==> src/rtl/sirq_pkg.sv <==
package sirq_pkg;

    typedef enum logic [2:0] {
        ST_IDLE,
        ST_REQ,
        ST_START,
        ST_SAMPLE,
        ST_RECOV,
        ST_TURN,
        ST_STOPW,
        ST_STOPC
    } sirq_state_e;

    localparam int LANE_W = 5;

endpackage

==> src/rtl/sirq_slot_map.sv <==
module sirq_slot_map #(
    parameter int NUM_SLOTS  = 16,
    parameter int NUM_SHARED = 2,
    parameter int KBD_SLOT   = 1,
    parameter int AUX_SLOT   = 12,
    parameter int MGMT_SLOT  = 2,
    parameter int GEN0_SLOT  = 6,
    parameter int GEN1_SLOT  = 9,
    parameter int GEN2_SLOT  = 10,
    parameter int GEN3_SLOT  = 11
) (
    input  logic [1:0]                              ch1_req,
    input  logic [NUM_SHARED*sirq_pkg::LANE_W-1:0]  shared_req,
    output logic [NUM_SLOTS-1:0]                    slot_req
);
    import sirq_pkg::*;

    logic [LANE_W-1:0] lane [NUM_SHARED];
    logic [LANE_W-1:0] merged;

    for (genvar c = 0; c < NUM_SHARED; c++) begin : g_lane
        assign lane[c] = shared_req[c*LANE_W +: LANE_W];
    end

    always_comb begin
        merged = '0;
        for (int c = 0; c < NUM_SHARED; c++) begin
            merged = merged | lane[c];
        end
        slot_req            = '0;
        slot_req[KBD_SLOT]  = ch1_req[0];
        slot_req[AUX_SLOT]  = ch1_req[1];
        slot_req[MGMT_SLOT] = merged[0];
        slot_req[GEN0_SLOT] = merged[1];
        slot_req[GEN1_SLOT] = merged[2];
        slot_req[GEN2_SLOT] = merged[3];
        slot_req[GEN3_SLOT] = merged[4];
    end

endmodule

==> src/rtl/sirq_change_detect.sv <==
module sirq_change_detect #(
    parameter int NUM_SLOTS = 16
) (
    input  logic                 clk,
    input  logic                 rst_n,
    input  logic                 capture,
    input  logic [NUM_SLOTS-1:0] cur_req,
    output logic                 pending
);
    logic [NUM_SLOTS-1:0] sent_q;

    always_ff @(posedge clk or negedge rst_n) begin
        if (!rst_n) begin
            sent_q <= '0;
        end else if (capture) begin
            sent_q <= cur_req;
        end
    end

    assign pending = (sent_q != cur_req);

endmodule

==> src/rtl/sirq_frame_fsm.sv <==
module sirq_frame_fsm #(
    parameter int NUM_SLOTS  = 16,
    parameter int START_MIN  = 4,
    parameter int START_MAX  = 8,
    parameter int STOP_QUIET = 2,
    parameter int STOP_CONT  = 3
) (
    input  logic                 clk,
    input  logic                 rst_n,
    input  logic                 line_in,
    input  logic [NUM_SLOTS-1:0] slot_req,
    input  logic                 pending,
    output logic                 capture,
    output logic                 drv_oe,
    output logic                 drv_do,
    output logic                 quiet_mode
);
    import sirq_pkg::*;

    localparam int SLOT_W = (NUM_SLOTS > 1) ? $clog2(NUM_SLOTS) : 1;
    localparam int CNT_W  = $clog2(START_MAX + 2);
    localparam logic [SLOT_W-1:0] LAST_SLOT = SLOT_W'(NUM_SLOTS - 1);
    localparam logic [CNT_W-1:0]  CNT_SAT   = CNT_W'(START_MAX + 1);
    localparam logic [CNT_W-1:0]  CNT_MIN   = CNT_W'(START_MIN);
    localparam logic [CNT_W-1:0]  CNT_MAX   = CNT_W'(START_MAX);
    localparam logic [CNT_W-1:0]  CNT_QUIET = CNT_W'(STOP_QUIET);
    localparam logic [CNT_W-1:0]  CNT_CONT  = CNT_W'(STOP_CONT);

    sirq_state_e       state_q, state_d;
    logic [SLOT_W-1:0] slot_q,  slot_d;
    logic [CNT_W-1:0]  cnt_q,   cnt_d;
    logic              drove_q, drove_d;
    logic              quiet_q, quiet_d;
    logic [CNT_W-1:0]  cnt_inc;

    assign cnt_inc = (cnt_q == CNT_SAT) ? cnt_q : cnt_q + 1'b1;

    // state register
    always_ff @(posedge clk or negedge rst_n) begin
        if (!rst_n) begin
            state_q <= ST_IDLE;
            slot_q  <= '0;
            cnt_q   <= '0;
            drove_q <= 1'b0;
            quiet_q <= 1'b0;
        end else begin
            state_q <= state_d;
            slot_q  <= slot_d;
            cnt_q   <= cnt_d;
            drove_q <= drove_d;
            quiet_q <= quiet_d;
        end
    end

    // next state
    always_comb begin
        state_d = state_q;
        slot_d  = slot_q;
        cnt_d   = cnt_q;
        drove_d = drove_q;
        quiet_d = quiet_q;
        capture = 1'b0;
        unique case (state_q)
            ST_IDLE: begin
                if (!line_in) begin
                    state_d = ST_START;
                    cnt_d   = CNT_W'(1);
                end else if (quiet_q && pending) begin
                    state_d = ST_REQ;
                end
            end
            ST_REQ: begin
                state_d = ST_START;
                cnt_d   = CNT_W'(1);
            end
            ST_START: begin
                if (!line_in) begin
                    cnt_d = cnt_inc;
                end else if (cnt_q >= CNT_MIN && cnt_q <= CNT_MAX) begin
                    state_d = ST_SAMPLE;
                    slot_d  = '0;
                    capture = 1'b1;
                end else begin
                    state_d = ST_IDLE;
                end
            end
            ST_SAMPLE: begin
                drove_d = slot_req[slot_q];
                state_d = ST_RECOV;
            end
            ST_RECOV: begin
                state_d = ST_TURN;
            end
            ST_TURN: begin
                drove_d = 1'b0;
                if (slot_q == LAST_SLOT) begin
                    state_d = ST_STOPW;
                end else begin
                    slot_d  = slot_q + 1'b1;
                    state_d = ST_SAMPLE;
                end
            end
            ST_STOPW: begin
                if (!line_in) begin
                    state_d = ST_STOPC;
                    cnt_d   = CNT_W'(1);
                end
            end
            ST_STOPC: begin
                if (!line_in) begin
                    cnt_d = cnt_inc;
                end else begin
                    if (cnt_q == CNT_QUIET) quiet_d = 1'b1;
                    if (cnt_q == CNT_CONT)  quiet_d = 1'b0;
                    state_d = ST_IDLE;
                end
            end
            default: state_d = ST_IDLE;
        endcase
    end

    // outputs
    always_comb begin
        drv_oe = 1'b0;
        drv_do = 1'b1;
        unique case (state_q)
            ST_REQ: begin
                drv_oe = 1'b1;
                drv_do = 1'b0;
            end
            ST_SAMPLE: begin
                drv_oe = slot_req[slot_q];
                drv_do = 1'b0;
            end
            ST_RECOV: begin
                drv_oe = drove_q;
                drv_do = 1'b1;
            end
            default: begin
                drv_oe = 1'b0;
                drv_do = 1'b1;
            end
        endcase
    end

    assign quiet_mode = quiet_q;

endmodule

==> src/rtl/sirq_frame_gen.sv <==
module sirq_frame_gen #(
    parameter int NUM_SLOTS  = 16,
    parameter int START_MIN  = 4,
    parameter int START_MAX  = 8,
    parameter int STOP_QUIET = 2,
    parameter int STOP_CONT  = 3
) (
    input  logic       clk,
    input  logic       rst_n,
    input  logic       sirq_in,
    input  logic [1:0] ch1_req,
    input  logic [4:0] ch2_req,
    input  logic [4:0] ch3_req,
    output logic       sirq_oe,
    output logic       sirq_do,
    output logic       quiet_mode
);
    localparam int NUM_SHARED = 2;

    logic [NUM_SLOTS-1:0] slot_req;
    logic                 pending;
    logic                 capture;

    sirq_slot_map #(
        .NUM_SLOTS  (NUM_SLOTS),
        .NUM_SHARED (NUM_SHARED)
    ) u_map (
        .ch1_req    (ch1_req),
        .shared_req ({ch3_req, ch2_req}),
        .slot_req   (slot_req)
    );

    sirq_change_detect #(
        .NUM_SLOTS (NUM_SLOTS)
    ) u_chg (
        .clk     (clk),
        .rst_n   (rst_n),
        .capture (capture),
        .cur_req (slot_req),
        .pending (pending)
    );

    sirq_frame_fsm #(
        .NUM_SLOTS  (NUM_SLOTS),
        .START_MIN  (START_MIN),
        .START_MAX  (START_MAX),
        .STOP_QUIET (STOP_QUIET),
        .STOP_CONT  (STOP_CONT)
    ) u_fsm (
        .clk        (clk),
        .rst_n      (rst_n),
        .line_in    (sirq_in),
        .slot_req   (slot_req),
        .pending    (pending),
        .capture    (capture),
        .drv_oe     (sirq_oe),
        .drv_do     (sirq_do),
        .quiet_mode (quiet_mode)
    );

endmodule

==> config.mk <==
export PLATFORM = sky130hd
export DESIGN_NAME = sirq_frame_gen
export DESIGN_NICKNAME = d
export VERILOG_FILES = /design/src/rtl/sirq_pkg.sv /design/src/rtl/sirq_slot_map.sv /design/src/rtl/sirq_change_detect.sv /design/src/rtl/sirq_frame_fsm.sv /design/src/rtl/sirq_frame_gen.sv
export SDC_FILE = /design/constraint.sdc
export NUM_CORES = 1
export LEC_CHECK = 0
export CORE_ASPECT_RATIO = 0.9
export CORE_UTILIZATION = 58
export CTS_CLUSTER_DIAMETER = 100
export DETAILED_ROUTE_END_ITERATION = 6
export PLACE_DENSITY_LB_ADDON = 0.15
export SLEW_MARGIN = 25
export SYNTH_ARGS = -nofsm -noshare
export SYNTH_HDL_FRONTEND = slang
export SYNTH_SLANG_ARGS = --single-unit
export TNS_END_PERCENT = 1
==> constraint.sdc <==
create_clock -name clk -period 3.5 [get_ports clk]
set_clock_uncertainty 0.1 [all_clocks]
set_input_delay 0.525 -clock clk [delete_from_list [all_inputs] [get_ports clk]]
set_output_delay 0.525 -clock clk [all_outputs]
set_load 0.05 [all_outputs]
# [Word-level counts from Yosys, hierarchy flattened]
# Cells that the tools add are included.
[word_totals] register_bits=20 output_inout_bits=3 word_cells=73
[op_classes] n_addsub=2 magnitude_cmp=3 n_eq_ne=21 mux=26 bitwise_logic=1 n_reduce_logical=14
[ops] op="$mux 4" count=6
[ops] op="$pmux 3 s8" count=1
[ops] op="$mux 3" count=6
[ops] op="$ne 2x2->1 const B" count=7
[ops] op="$eq 3x3->1 const B" count=4
[ops] op="$pmux 4 s3" count=1
[ops] op="$reduce_and 4->1" count=3
[ops] op="$add 4x1->4 const B" count=2
[ops] op="$eq 4x2->1 const B" count=2
[ops] op="$eq 4x4->1 const B" count=2
[ops] op="$pmux 4 s2" count=1
[ops] op="$mux 1" count=7
[ops] op="$ne 7x7->1" count=1
[ops] op="$eq 3x2->1 const B" count=2
[ops] op="$reduce_bool 2->1" count=3
[ops] op="$reduce_or 2->1" count=3
[ops] op="$lt 4x5->1 const B" count=1
[ops] op="$or 5x5->5" count=1
[ops] op="$bmux 1 s4" count=1
[ops] op="$ge 4x3->1 const B" count=1
[ops] op="$le 4x4->1 const B" count=1
[ops] op="$eq 3x1->1 const B" count=1
[ops] op="$logic_not 3->1" count=1
[ops] op="$ne 3x2->1 const B" count=1
[ops] op="7 further kinds" count=8

# [Depth between registers and ports, before layout]
[depth] depth_word=6 ltp_mapped=7 ltp_nobuf=7

# [Cells and area by module]
# Synthesis repeated with hierarchy kept, for this count alone.
[unflattened] hier_cells=193 area_unflattened_um2=2063.2
[by_module_without_submodules] mod="sirq_frame_fsm" n_inst=1 cells_each=121 area_per_inst_um2=1124.8
[by_module_without_submodules] mod="sirq_change_detect" n_inst=1 cells_each=55 area_per_inst_um2=820.8
[by_module_without_submodules] mod="sirq_slot_map" n_inst=1 cells_each=17 area_per_inst_um2=117.6

# [Worst setup path after synthesis]
# No wires, ideal clock.
[synth_timing] path_type="input -> output" start="in ch3_req[4]" end="out sirq_oe" t_arrival_ns=1.977 required_time_ns=2.875 path_slack_ns=0.898 stages=5 path_buffers=0 path_cell_list="nor2_1 > a211o_1 > a311oi_1 > a31oi_1 > a21oi_1"
[synth_between] elab_chain_cells=4
[synth_rtl] element="from (decl)" line_no="sirq_frame_gen.sv:13" source="input logic [4:0] ch3_req,"
[synth_rtl] element="$or 5x5->5" line_no="sirq_slot_map.sv:28" source="merged = merged | lane[c];"
[synth_rtl] element="$bmux 1 s4" line_no="sirq_frame_fsm.sv:132" source="drv_oe = slot_req[slot_q];"
[synth_rtl] element="$mux 1 (implied by the code)" line_no="sirq_frame_fsm.sv:132"
[synth_rtl] element="$pmux 1 s3" line_no="sirq_frame_fsm.sv:126" source="unique case (state_q)"
[synth_rtl] element="to (decl)" line_no="sirq_frame_gen.sv:14" source="output logic sirq_oe,"
# Every way passes these cells. The select of a mux whose other input is x is not followed.

# [Worst setup path after layout]
[layout_timing] start="in ch3_req[0]" end="out sirq_oe"
# Same word-level chain as after synthesis.

==> flow_summary.toml <==
[status]
outcome = "finished, final reports clean"

[die]
die-area_um2 = 2510
die_w_um = 52.7
core_area_um2 = 2180
start_util_pct = 61.6
rows = 16
io-pin-count = 18
chipHeight_um = 47.7

[cts]
cts_buffer_depth = 2
clkLatencyLatePin_ps = 310
postCtsHoldBufs = 0
htreeDepth = 1
cts_setup_buffers = 0
numClockSinks = 20
cts_tree = "built"
cts-root-buf = "clkbuf_4"
clk_pin_slew_worst_paths_ps = 120
cts_buffers = 3
cts.repair.resized = 0

[pwr]
power.density_nw_per_um2 = 815
power_w = 0.00127
p_clk_share_pct = 15.1
ir_drop_v = 0.000568
seq_power_share_pct = 37.6
switchingPower_w = 0.000555
p_comb_share_pct = 47.3
p_int_w = 0.000712
p_leak_nw = 0.686
swShare_pct = 43.8

[timing]
setup_viol = 0
holdWs_ps = 49.4
min_period_ps = 2760
setup_ws_ps = 735
fmax_ghz = 0.362
finalSetupTns_ps = 0
finalCritPeriodShare_pct = 79.0
final-max-slew-violation-count = 0
slew_headroom_pct = 63.7
worstMarginPinSlew_ps = 544
grt_setup_unrepaired = "no"
hold_viol = 0

[setup_path]
worstSetupEndpointType = "output pin"
rr_startpoint = "u_fsm.state_q[1]$_DFFE_PN0P_"
cp_max_fo = 3
max_stage_delay_ps = 390
path_class = "in2out"
arrival_ps = 2140
crit_required_ps = 2870
crit_chain = "clkdlybuf4s50_1 > or2_2 > a221oi_1 > a311oi_1 > a31oi_1 > a21oi_1 > buf_4"
crit_path_start = "ch3_req[0]"
cpMaxStageDelayCell = "clkdlybuf4s50_1"
cp-start-kind = "primary input"

[hold_path]
hp-class = "in2async"

[drt]
wl_per_cell_um = 15.0
postRouteAntennaNets = 0
drc = 0
drt-initial-drc-count = 29
drtPass1Iterations = 4
vias_per_cell = 5.96
wirelength_um = 2860
vias = 1138

[global_routing]
grt_max_degree = 21
grt_use_total_pct = 24.4
grt_pass1_wl_um = 4330
overflow = 0
grt_antenna_before_repair = 0
grt_pass1_vias = 977

[placed_design]
dpl_worst_slack_ps = 733
hpwlAfterDp_um = 2030
io_buffers = 17
routabilityCongestion = 0.850

[synthesis]
yosys.area_share.adder_pct = 4.66
netlist_area_um2 = 1340
synth_edf_count = 0
synth_top_area_share_pct = 37.2
ys_seq_area_share_pct = 37.2
syn_inst = 150
syn-num-nets = 170
ys_types = 44
syn_area_per_cell_um2 = 8.96
yosysTopAreaCell = "dfrtp_1"
ys_warn_count = 0
synth_top_family_by_area = "simple AND/OR/NAND/NOR gates"
synthXorXnorAreaFrac_pct = 6.52
synth-simple-area-share_pct = 21.7
ys_ff_latch = 20
synth_area_leaders = "dfrtp_1 37%, nand2_1 5.0%, o21ai_0 4.8%"
synth_compound_area_share_pct = 20.6
synth-main-ff-cell = "dfrtp_1"
async_reset_ff_share_pct = 100
synthMuxAreaShare_pct = 4.47

[finish]
n_antenna_cell = 0
layout_commonest_cell = "dfrtp_1"
final_cell_mix = "20 x dfrtp_1, 18 x nand2_1, 15 x clkdlybuf4s50_1"
area_growth_pct = 15.6
nNetsFinal = 185
layout-drive-gt1-share_pct = 9.76

[job]
drv_cap = 0
-- through the flow --
step | std cells | cell area, um2 | util [%]
3_3_place_gp | 187 | 1510 | 69.0
5_1_grt | 191 | 1550 | 71.2
2_1_floorplan | 150 | 1340 | -
6_report | 191 | 1550 | 71.2
3_5_place_dp | 187 | 1510 | 69.0
4_1_cts | 191 | 1560 | 71.4
-- cell families (layout without fill, tap and decap cells) --
group           count (synthesis)  count (layout)
simple gates                   56              56
compound gates                 40              40
flops                          20              20
buf+inv                        14              28
xor+xnor                       10              10
fa+ha+maj                       5               5
mux                             5               5
-- power groups by stage --
stage | Sequential (W) | Clock, W | Combinational, W
detailed placement | 0.000477 | 0 | 0.000592
CTS | 0.000474 | 0.000198 | 0.000600
finish | 0.000476 | 0.000191 | 0.000599
global route | 0.000496 | 0.000208 | 0.000658
floorplan | 0.000408 | 0 | 0.000516
global placement | 0.000471 | 0 | 0.000574
-- state kept, by name, summed over array words and instances, names as in the netlist --
register,count
u_fsm.quiet_mode,1
u_fsm.state_q,3
u_fsm.cnt_q,4
u_fsm.drove_q,1
u_chg.sent_q,7
u_fsm.slot_q,4
-- synth_stat cells, types with 3 or more instances --
library cell and count:
dfrtp_1 20, nand2_1 18, nor2_1 13, o21ai_0 13
inv_1 7, a21oi_1 6, xnor2_1 6, ha_1 5
buf_2 4, mux2_2 4, xor2_1 4, and3_1 3
nor2b_1 3, nor3_1 3
-- worst paths after layout --
path / endpoint / slack, ps / depth (start not counted)
worst max-delay path: sirq_oe / 740 / 7
worst min-delay path: u_fsm.state_q[1]$_DFFE_PN0P_ / 50 / 1
worst max register to register: u_fsm.cnt_q[0]$_DFFE_PN0P_ / 1480 / 4
worst min register to register: u_chg.sent_q[6]$_DFFE_PN0P_ / 420 / 2
max in group asynchronous: u_fsm.state_q[2]$_DFFE_PN0P_ / 2930 / 1
min in group clk: u_chg.sent_q[6]$_DFFE_PN0P_ / 420 / 2
-- final cells by class --
class	count	area (um2)
Clock buffer	3	22.5
Clock inverter	1	30.0
Fill cell	171	628
Inverter	7	26.3
Multi-Input combinational cell	116	778
Sequential cell	20	500
Tap cell	27	33.8
Timing Repair Buffer	17	163
-- routing by layer --
metal / global-route usage [%] / vias to the layer above / routed length (um)
li1: - / 559 / -
met5: 0 / - / 0
met1: 28.5 / 543 / 1220
met3: 7.30 / 6 / 108
met2: 43.0 / 30 / 1480
met4: 8.95 / 0 / 44
-- critical path, delay by kind of cell --
| kind | cells | cell delay (ps) |
|---|---|---|
| buffers and inverters | 2 | 610 |
| AND/OR/NAND/NOR | 1 | 330 |
| AO/OA/AOI/OAI | 4 | 690 |
No activity file was read; power rests on OpenSTA's default activity.
